===== config.mk =====
export PLATFORM = sky130hd
export DESIGN_NAME = vid_cmd_expander
export DESIGN_NICKNAME = d
export VERILOG_FILES = /design/src/rtl/vid_cmd_expander.sv
export SDC_FILE = /design/constraint.sdc
export NUM_CORES = 1
export LEC_CHECK = 0
export CORE_ASPECT_RATIO = 0.6
export CORE_MARGIN = 3
export CORE_UTILIZATION = 58
export CTS_CLUSTER_SIZE = 16
export DETAILED_ROUTE_END_ITERATION = 8
export GPL_TIMING_DRIVEN = 0
export PLACE_DENSITY_LB_ADDON = 0.05
export SLEW_MARGIN = 20
export SYNTH_ARGS = -nofsm -noshare
export SYNTH_HDL_FRONTEND = slang
export SYNTH_SLANG_ARGS = --single-unit

===== constraint.sdc =====
create_clock -name clk -period 12.3 [get_ports clk]
set_input_delay 1.845 -clock clk [delete_from_list [all_inputs] [get_ports clk]]
set_output_delay 1.845 -clock clk [all_outputs]
set_load 0.02 [all_outputs]

===== src/rtl/vid_cmd_expander.sv =====
module vid_cmd_expander #(
  parameter int         CNT_W  = 12,
  parameter logic [3:0] OP_RAW = 4'h1,
  parameter logic [3:0] OP_PIX = 4'h2
) (
  input  logic        clk,
  input  logic        rst_n,
  input  logic        cmd_valid,
  output logic        cmd_ready,
  input  logic [31:0] cmd_data,
  input  logic        pix_valid,
  output logic        pix_ready,
  input  logic [23:0] pix_data,
  input  logic        out_pop,
  output logic [29:0] out_word,
  output logic        underflow
);

  localparam int LANES  = 3;
  localparam int SYM_W  = 10;
  localparam int DISP_W = 6;
  localparam logic [SYM_W-1:0] CTL00 = 10'b1101010100;
  localparam logic [SYM_W-1:0] CTL11 = 10'b1010101011;
  localparam logic [LANES*SYM_W-1:0] IDLE_WORD = {CTL00, CTL00, CTL11};

  typedef enum logic [1:0] {S_CMD, S_DATA, S_RAW, S_PIX} st_t;

  st_t                      st;
  logic [CNT_W-1:0]         left;
  logic [29:0]              raw_q;
  logic signed [DISP_W-1:0] disp [LANES];
  logic signed [DISP_W-1:0] disp_n [LANES];
  logic [SYM_W-1:0]         sym [LANES];

  wire [3:0]       op     = cmd_data[31:28];
  wire [CNT_W-1:0] cnt_in = cmd_data[CNT_W-1:0];

  assign cmd_ready = (st == S_CMD) || (st == S_DATA);
  assign pix_ready = (st == S_PIX) && out_pop;

  wire pix_fire = pix_valid && pix_ready;
  wire produce  = out_pop && ((st == S_RAW) || pix_fire);

  function automatic logic [DISP_W+SYM_W-1:0] tmds_step(
    input logic [7:0] d,
    input logic signed [DISP_W-1:0] cnt
  );
    logic [8:0]               qm;
    logic [3:0]               n1d, n1q;
    logic                     use_xnor;
    logic signed [DISP_W-1:0] bal, nc;
    logic [SYM_W-1:0]         s;
    n1d      = 4'($countones(d));
    use_xnor = (n1d > 4'd4) || (n1d == 4'd4 && !d[0]);
    qm[0]    = d[0];
    for (int i = 1; i < 8; i++)
      qm[i] = use_xnor ? ~(qm[i-1] ^ d[i]) : (qm[i-1] ^ d[i]);
    qm[8] = ~use_xnor;
    n1q   = 4'($countones(qm[7:0]));
    bal   = $signed({1'b0, n1q, 1'b0}) - 6'sd8;
    if (cnt == 0 || bal == 0) begin
      s  = {~qm[8], qm[8], qm[8] ? qm[7:0] : ~qm[7:0]};
      nc = qm[8] ? cnt + bal : cnt - bal;
    end else if (cnt[DISP_W-1] == bal[DISP_W-1]) begin
      s  = {1'b1, qm[8], ~qm[7:0]};
      nc = cnt + (qm[8] ? 6'sd2 : 6'sd0) - bal;
    end else begin
      s  = {1'b0, qm[8], qm[7:0]};
      nc = cnt + bal - (qm[8] ? 6'sd0 : 6'sd2);
    end
    return {nc, s};
  endfunction

  always_comb begin
    for (int l = 0; l < LANES; l++)
      {disp_n[l], sym[l]} = tmds_step(pix_data[8*l +: 8], disp[l]);
  end

  always_ff @(posedge clk) begin
    if (!rst_n) begin
      st        <= S_CMD;
      left      <= '0;
      raw_q     <= IDLE_WORD;
      out_word  <= IDLE_WORD;
      underflow <= 1'b0;
      for (int l = 0; l < LANES; l++) disp[l] <= '0;
    end else begin
      if (out_pop && !produce) underflow <= 1'b1;
      case (st)
        S_CMD: if (cmd_valid) begin
          if (op == OP_RAW) begin
            left <= cnt_in;
            st   <= S_DATA;
          end else if (op == OP_PIX && cnt_in != '0) begin
            left <= cnt_in;
            st   <= S_PIX;
          end
        end
        S_DATA: if (cmd_valid) begin
          raw_q <= cmd_data[29:0];
          st    <= (left == '0) ? S_CMD : S_RAW;
        end
        S_RAW: if (out_pop) begin
          out_word <= raw_q;
          for (int l = 0; l < LANES; l++) disp[l] <= '0;
          left <= left - 1'b1;
          if (left == CNT_W'(1)) st <= S_CMD;
        end
        S_PIX: if (pix_fire) begin
          out_word <= {sym[2], sym[1], sym[0]};
          for (int l = 0; l < LANES; l++) disp[l] <= disp_n[l];
          left <= left - 1'b1;
          if (left == CNT_W'(1)) st <= S_CMD;
        end
        default: st <= S_CMD;
      endcase
    end
  end

  AST_STARVED_HOLD: assert property (@(posedge clk) disable iff (!rst_n)
    out_pop && !produce |=> $stable(out_word) && underflow);
  AST_UNDERFLOW_STICKY: assert property (@(posedge clk) disable iff (!rst_n)
    underflow |=> underflow);
  AST_QUIET_WITHOUT_POP: assert property (@(posedge clk) disable iff (!rst_n)
    !out_pop |=> $stable(out_word));
  AST_RAW_EMIT: assert property (@(posedge clk) disable iff (!rst_n)
    out_pop && st == S_RAW |=> out_word == $past(raw_q));
  AST_RAW_DISP_CLEAR: assert property (@(posedge clk) disable iff (!rst_n)
    out_pop && st == S_RAW |=> disp[0] == 0 && disp[1] == 0 && disp[2] == 0);
  AST_RUN_NONZERO: assert property (@(posedge clk) disable iff (!rst_n)
    (st == S_RAW || st == S_PIX) |-> left != '0);
  AST_UNKNOWN_OP_IDLE: assert property (@(posedge clk) disable iff (!rst_n)
    st == S_CMD && cmd_valid && op != OP_RAW && op != OP_PIX |=> st == S_CMD);
  AST_HANDSHAKE_EXCL: assert property (@(posedge clk) disable iff (!rst_n)
    !(pix_ready && cmd_ready) && (!pix_ready || out_pop));

endmodule


* Word-level counts from Yosys, hierarchy flattened
Memory sizes are Yosys's and may differ from the RTL's.
Index checks and enable logic that the tools add are counted.
** Cells by class
- Eq/ne operators :: 17
- Mux-type cells :: 78
- Reduce and logical (&&, ||, !) cells :: 35
- Add/subtract/negate cells :: 61
- Magnitude comparators :: 3
- Bitwise logic cells :: 54
** Operators with widths (number)
- $logic_not 32->1 :: 6
- $mux 6 :: 15
- $mux 10 :: 6
- $mux 12 :: 5
- $mux 30 :: 2
- $pmux 30 s2 :: 1
- $add 1x1->2 :: 24
- $add 2x2->3 :: 12
- $pmux 12 s3 :: 1
- $sub 6x6->6 :: 6
- $mux 1 :: 30
- $mux 2 :: 14
- $add 3x3->4 :: 6
- $mux 8 :: 3
- $not 1->1 :: 24
- $not 8->8 :: 3
- $xor 1x1->1 :: 21
- $add 6x3->6 :: 3
- $add 6x6->6 :: 3
- $sub 5x4->6 const B :: 3
- $sub 6x3->6 :: 3
- $eq 12x1->1 const B :: 1
- $eq 4x3->1 const B :: 3
- $gt 4x3->1 const B :: 3
- other kinds (21) :: 50
** Storage, ports and cells
- Bits in registers :: 75
- Bits in writable memories :: 18
- Output and inout bits :: 33
- Memories kept :: 1
** Memories
- disp :: depth 3, width 6, read ports 3, clocked after Yosys merged registers in 0, write ports 3, line 31 : logic signed [DISP_W-1:0] disp [LANES];

* Depth between registers and ports, before layout
- Depth in word-level cells :: 34
- Gate-level depth with buffers :: 29

* Least setup slack after synthesis
Ideal clock, no wire load.
- Kind :: input to register
- Start :: in pix_data[0]
- End :: mem disp[0][5], data pin
- Stages on the path :: 25
- Arrival time :: 9.047 ns
- Slack :: 3.106 ns
- Cells stage by stage :: inv_1 -> fa_1 -> fa_1 -> fa_1 -> inv_1 -> ha_1 -> fa_1 -> or3b_1 -> a22oi_1 -> buf_4 -> xor2_1 -> fa_1 -> fa_1 -> inv_1 -> fa_1 -> ha_1 -> fa_1 -> xor2_1 -> ha_1 -> ha_1 -> a21oi_1 -> and2_1 -> o31ai_1 -> or3b_2 -> a21oi_1
** RTL lines
- start: declaration :: line 13 : input logic [23:0] pix_data,
- end: declaration :: line 31

==> key figures <==
Critical path
  • Critical path arrival: 10.37 ns
  • CP Max Fanout: 11
  • Worst setup path class: input pin to flip-flop
  • Startpoint Class: input pin
  • CP max-delay cell: nor4b_1
  • CP required: 12.38 ns
  • Cell family with most CP delay: adder cells
  • Worst Path Buf+Inv: 8
  • Crit. End Element: flip-flop
  • Slowest cell delay on critical path: 0.60 ns
  • Cell mode on critical path: fa_1

Clock network
  • # hold bufs at CTS: 0
  • Post CTS Setup Buffer Count: 0
  • TritonCTS clock tree: built
  • Root buf cell: clkbuf_16
  • Clock transition at path regs: 0.08 ns
  • Clk_lat worst skew: 0.36 ns
  • H-tree Lvls: 3
  • # resized after CTS: 0
  • Total CTS buffers: 9
  • Clk buf depth: 2
  • Clk sinks: 93

Min path
  • Hold WC Path Type: flip-flop to flip-flop

Logic synthesis
  • Yosys reg bits: 93
  • Sequential fraction of the synthesis area: 0.254
  • Post-Synthesis Cells: 943
  • Synth warnings: 0
  • Yosys cell types: 64
  • Count leader, synth: nand2_1
  • Post-synth EDFFs: 18
  • Most common flop cell mapped by yosys: dfxtp_1
  • Leading area contributor after synthesis: dfxtp_1
  • Ranking of synthesized cells by area: dfxtp_1 19%, ha_1 11%, fa_1 10%
  • Cell Area, Synth: 8040 µm²
  • Yosys top cell area share: 0.187
  • Synth Area per Inst: 8.52 µm²
  • Post-synth net total: 1117
  • Synth cell count leaders: 136 x nand2_1, 87 x inv_1, 75 x dfxtp_1
  • Asr flop ratio synth: 0

Global routing
  • Initial antenna violation count: 0
  • Total gr overflow: 0
  • GRT Resource Usage Total: 0.295
  • Number of global-route vias before repair: 6751
  • First-pass GRT wire length: 36.0 mm
  • Largest net degree at the start of global routing: 20

Cells and area
  • Nets: 1221
  • Share of layout cells above drive strength 1: 0.0418
  • Area growth from synthesis to layout: 18.0%
  • Inserted Diodes: 0

Placed design
  • IO buf count: 93
  • Detailed Place HPWL: 17.8 mm
  • RePlAce Congestion: 0.948

Floorplanning
  • Rows: 32
  • Area of the die: 15400 µm²
  • Core ar.: 13200 µm²
  • DIE HEIGHT: 97.2 µm
  • IO Pins: 94
  • Starting Density: 0.610
  • Horiz. Die Dim: 158 µm

Timing
  • Final hold viol count: 0
  • Clk_skew: 0.00948 ns
  • # setup viols final: 0
  • RSZ-0062 raised after global routing: no
  • Setup TNS: 0 ns
  • Fmax: 0.0971 GHz
  • Fin crit period: 10.29 ns
  • Slew Viols, Final: 0
  • Period utilization: 0.837
  • Slew @ Worst Pin: 1.04 ns
  • Slew HR: 0.300

Outcome
  • Status: completed

Drt
  • DR vias: 7123
  • Via/cell ratio: 5.83
  • Drt wl/cell: 18.3 µm
  • Initial DRC Count: 758
  • Final wirelength: 22.4 mm
  • Drt pass-1 iters: 5
  • Final ANT Viol Nets: 0
  • # DRC: 0

Run
  • Max-cap violations: 0
[layout by cell type, fill, tap and decap left out, types with 15 or more instances in the layout]
cell	instances
edfxtp_1	18
xnor2_1	60
xor2_1	30
nand3_1	33
dfxtp_1	75
clkdlybuf4s50_1	93
ha_1	71
o21ai_0	44
inv_1	87
and2_1	15
nand2_1	136
clkbuf_1	40
nor2_1	53
fa_1	42
a21oi_1	43
[stage by stage]
stage	util	area, µm²	hold WS, ns	setup slack [ns]	instances
final	0.720	9480	0.468	2.01	1222
after global routing	0.720	9480	0.486	1.54	1222
after CTS	0.720	9480	0.467	2.10	1222
after floorplan	-	8040	0.434	3.11	943
after global placement	0.697	9180	0.449	1.85	1206
after detailed placement	0.697	9180	0.452	1.77	1206
[final cells by class]
class / instances / area, µm²
clock buffer: 9 / 225
timing repair buffer: 93 / 931
sequential: 93 / 2040
multi-input combinational: 714 / 5480
fill: 1049 / 3690
clock inverter: 7 / 76.3
inverter: 89 / 334
buffer: 47 / 186
tap: 170 / 213
[flip-flops by register name, indices dropped and copies added, names as in the netlist]
signal     flops
left          12
st             2
underflow      1
out_word      30
disp          18
raw_q         30
[cell families after synthesis]
logic type	Yosys count	synth area share
AOI/OAI and AO/OA	191	0.153
xor gates and xnor gates	100	0.123
adders and majority gates	113	0.215
buffers and inverters	136	0.0648
DFF	93	0.254
muxes	18	0.0247
and+or+nand+nor	292	0.165
[worst reg2reg max path: stages (launching register included)]
cell	delay [ns]
edfxtp_1	0.48
ha_1	0.35
clkbuf_1	0.26
o21bai_1	0.13
a21oi_1	0.30
and2_1	0.19
o31ai_1	0.07
or3b_2	0.50
a21oi_1	0.14
[path summary, 6_finish.rpt]
path                       startpoint                        end  slack, ns  depth (start not counted)
min reg2reg    raw_q[16]$_SDFFE_PN1P_     raw_q[16]$_SDFFE_PN1P_       0.47                          2
max                       pix_data[8]  disp[0][11]$_SDFFCE_PN0P_       2.01                         29
min            raw_q[16]$_SDFFE_PN1P_     raw_q[16]$_SDFFE_PN1P_       0.47                          2
max reg2reg  disp[0][3]$_SDFFCE_PN0P_   disp[0][5]$_SDFFCE_PN0P_       9.72                          8
[per-layer routing]
layer | GRT usage | up-vias | wire, µm
li1 | - | 3383 | -
met4 | 0.0436 | 0 | 198
met1 | 0.488 | 3351 | 10900
met5 | 0 | - | 0
met2 | 0.398 | 368 | 8870
met3 | 0.0556 | 21 | 2390
Power is not shown: default switching activity piles up to over one toggle a cycle in this logic, so the estimate is an artifact.
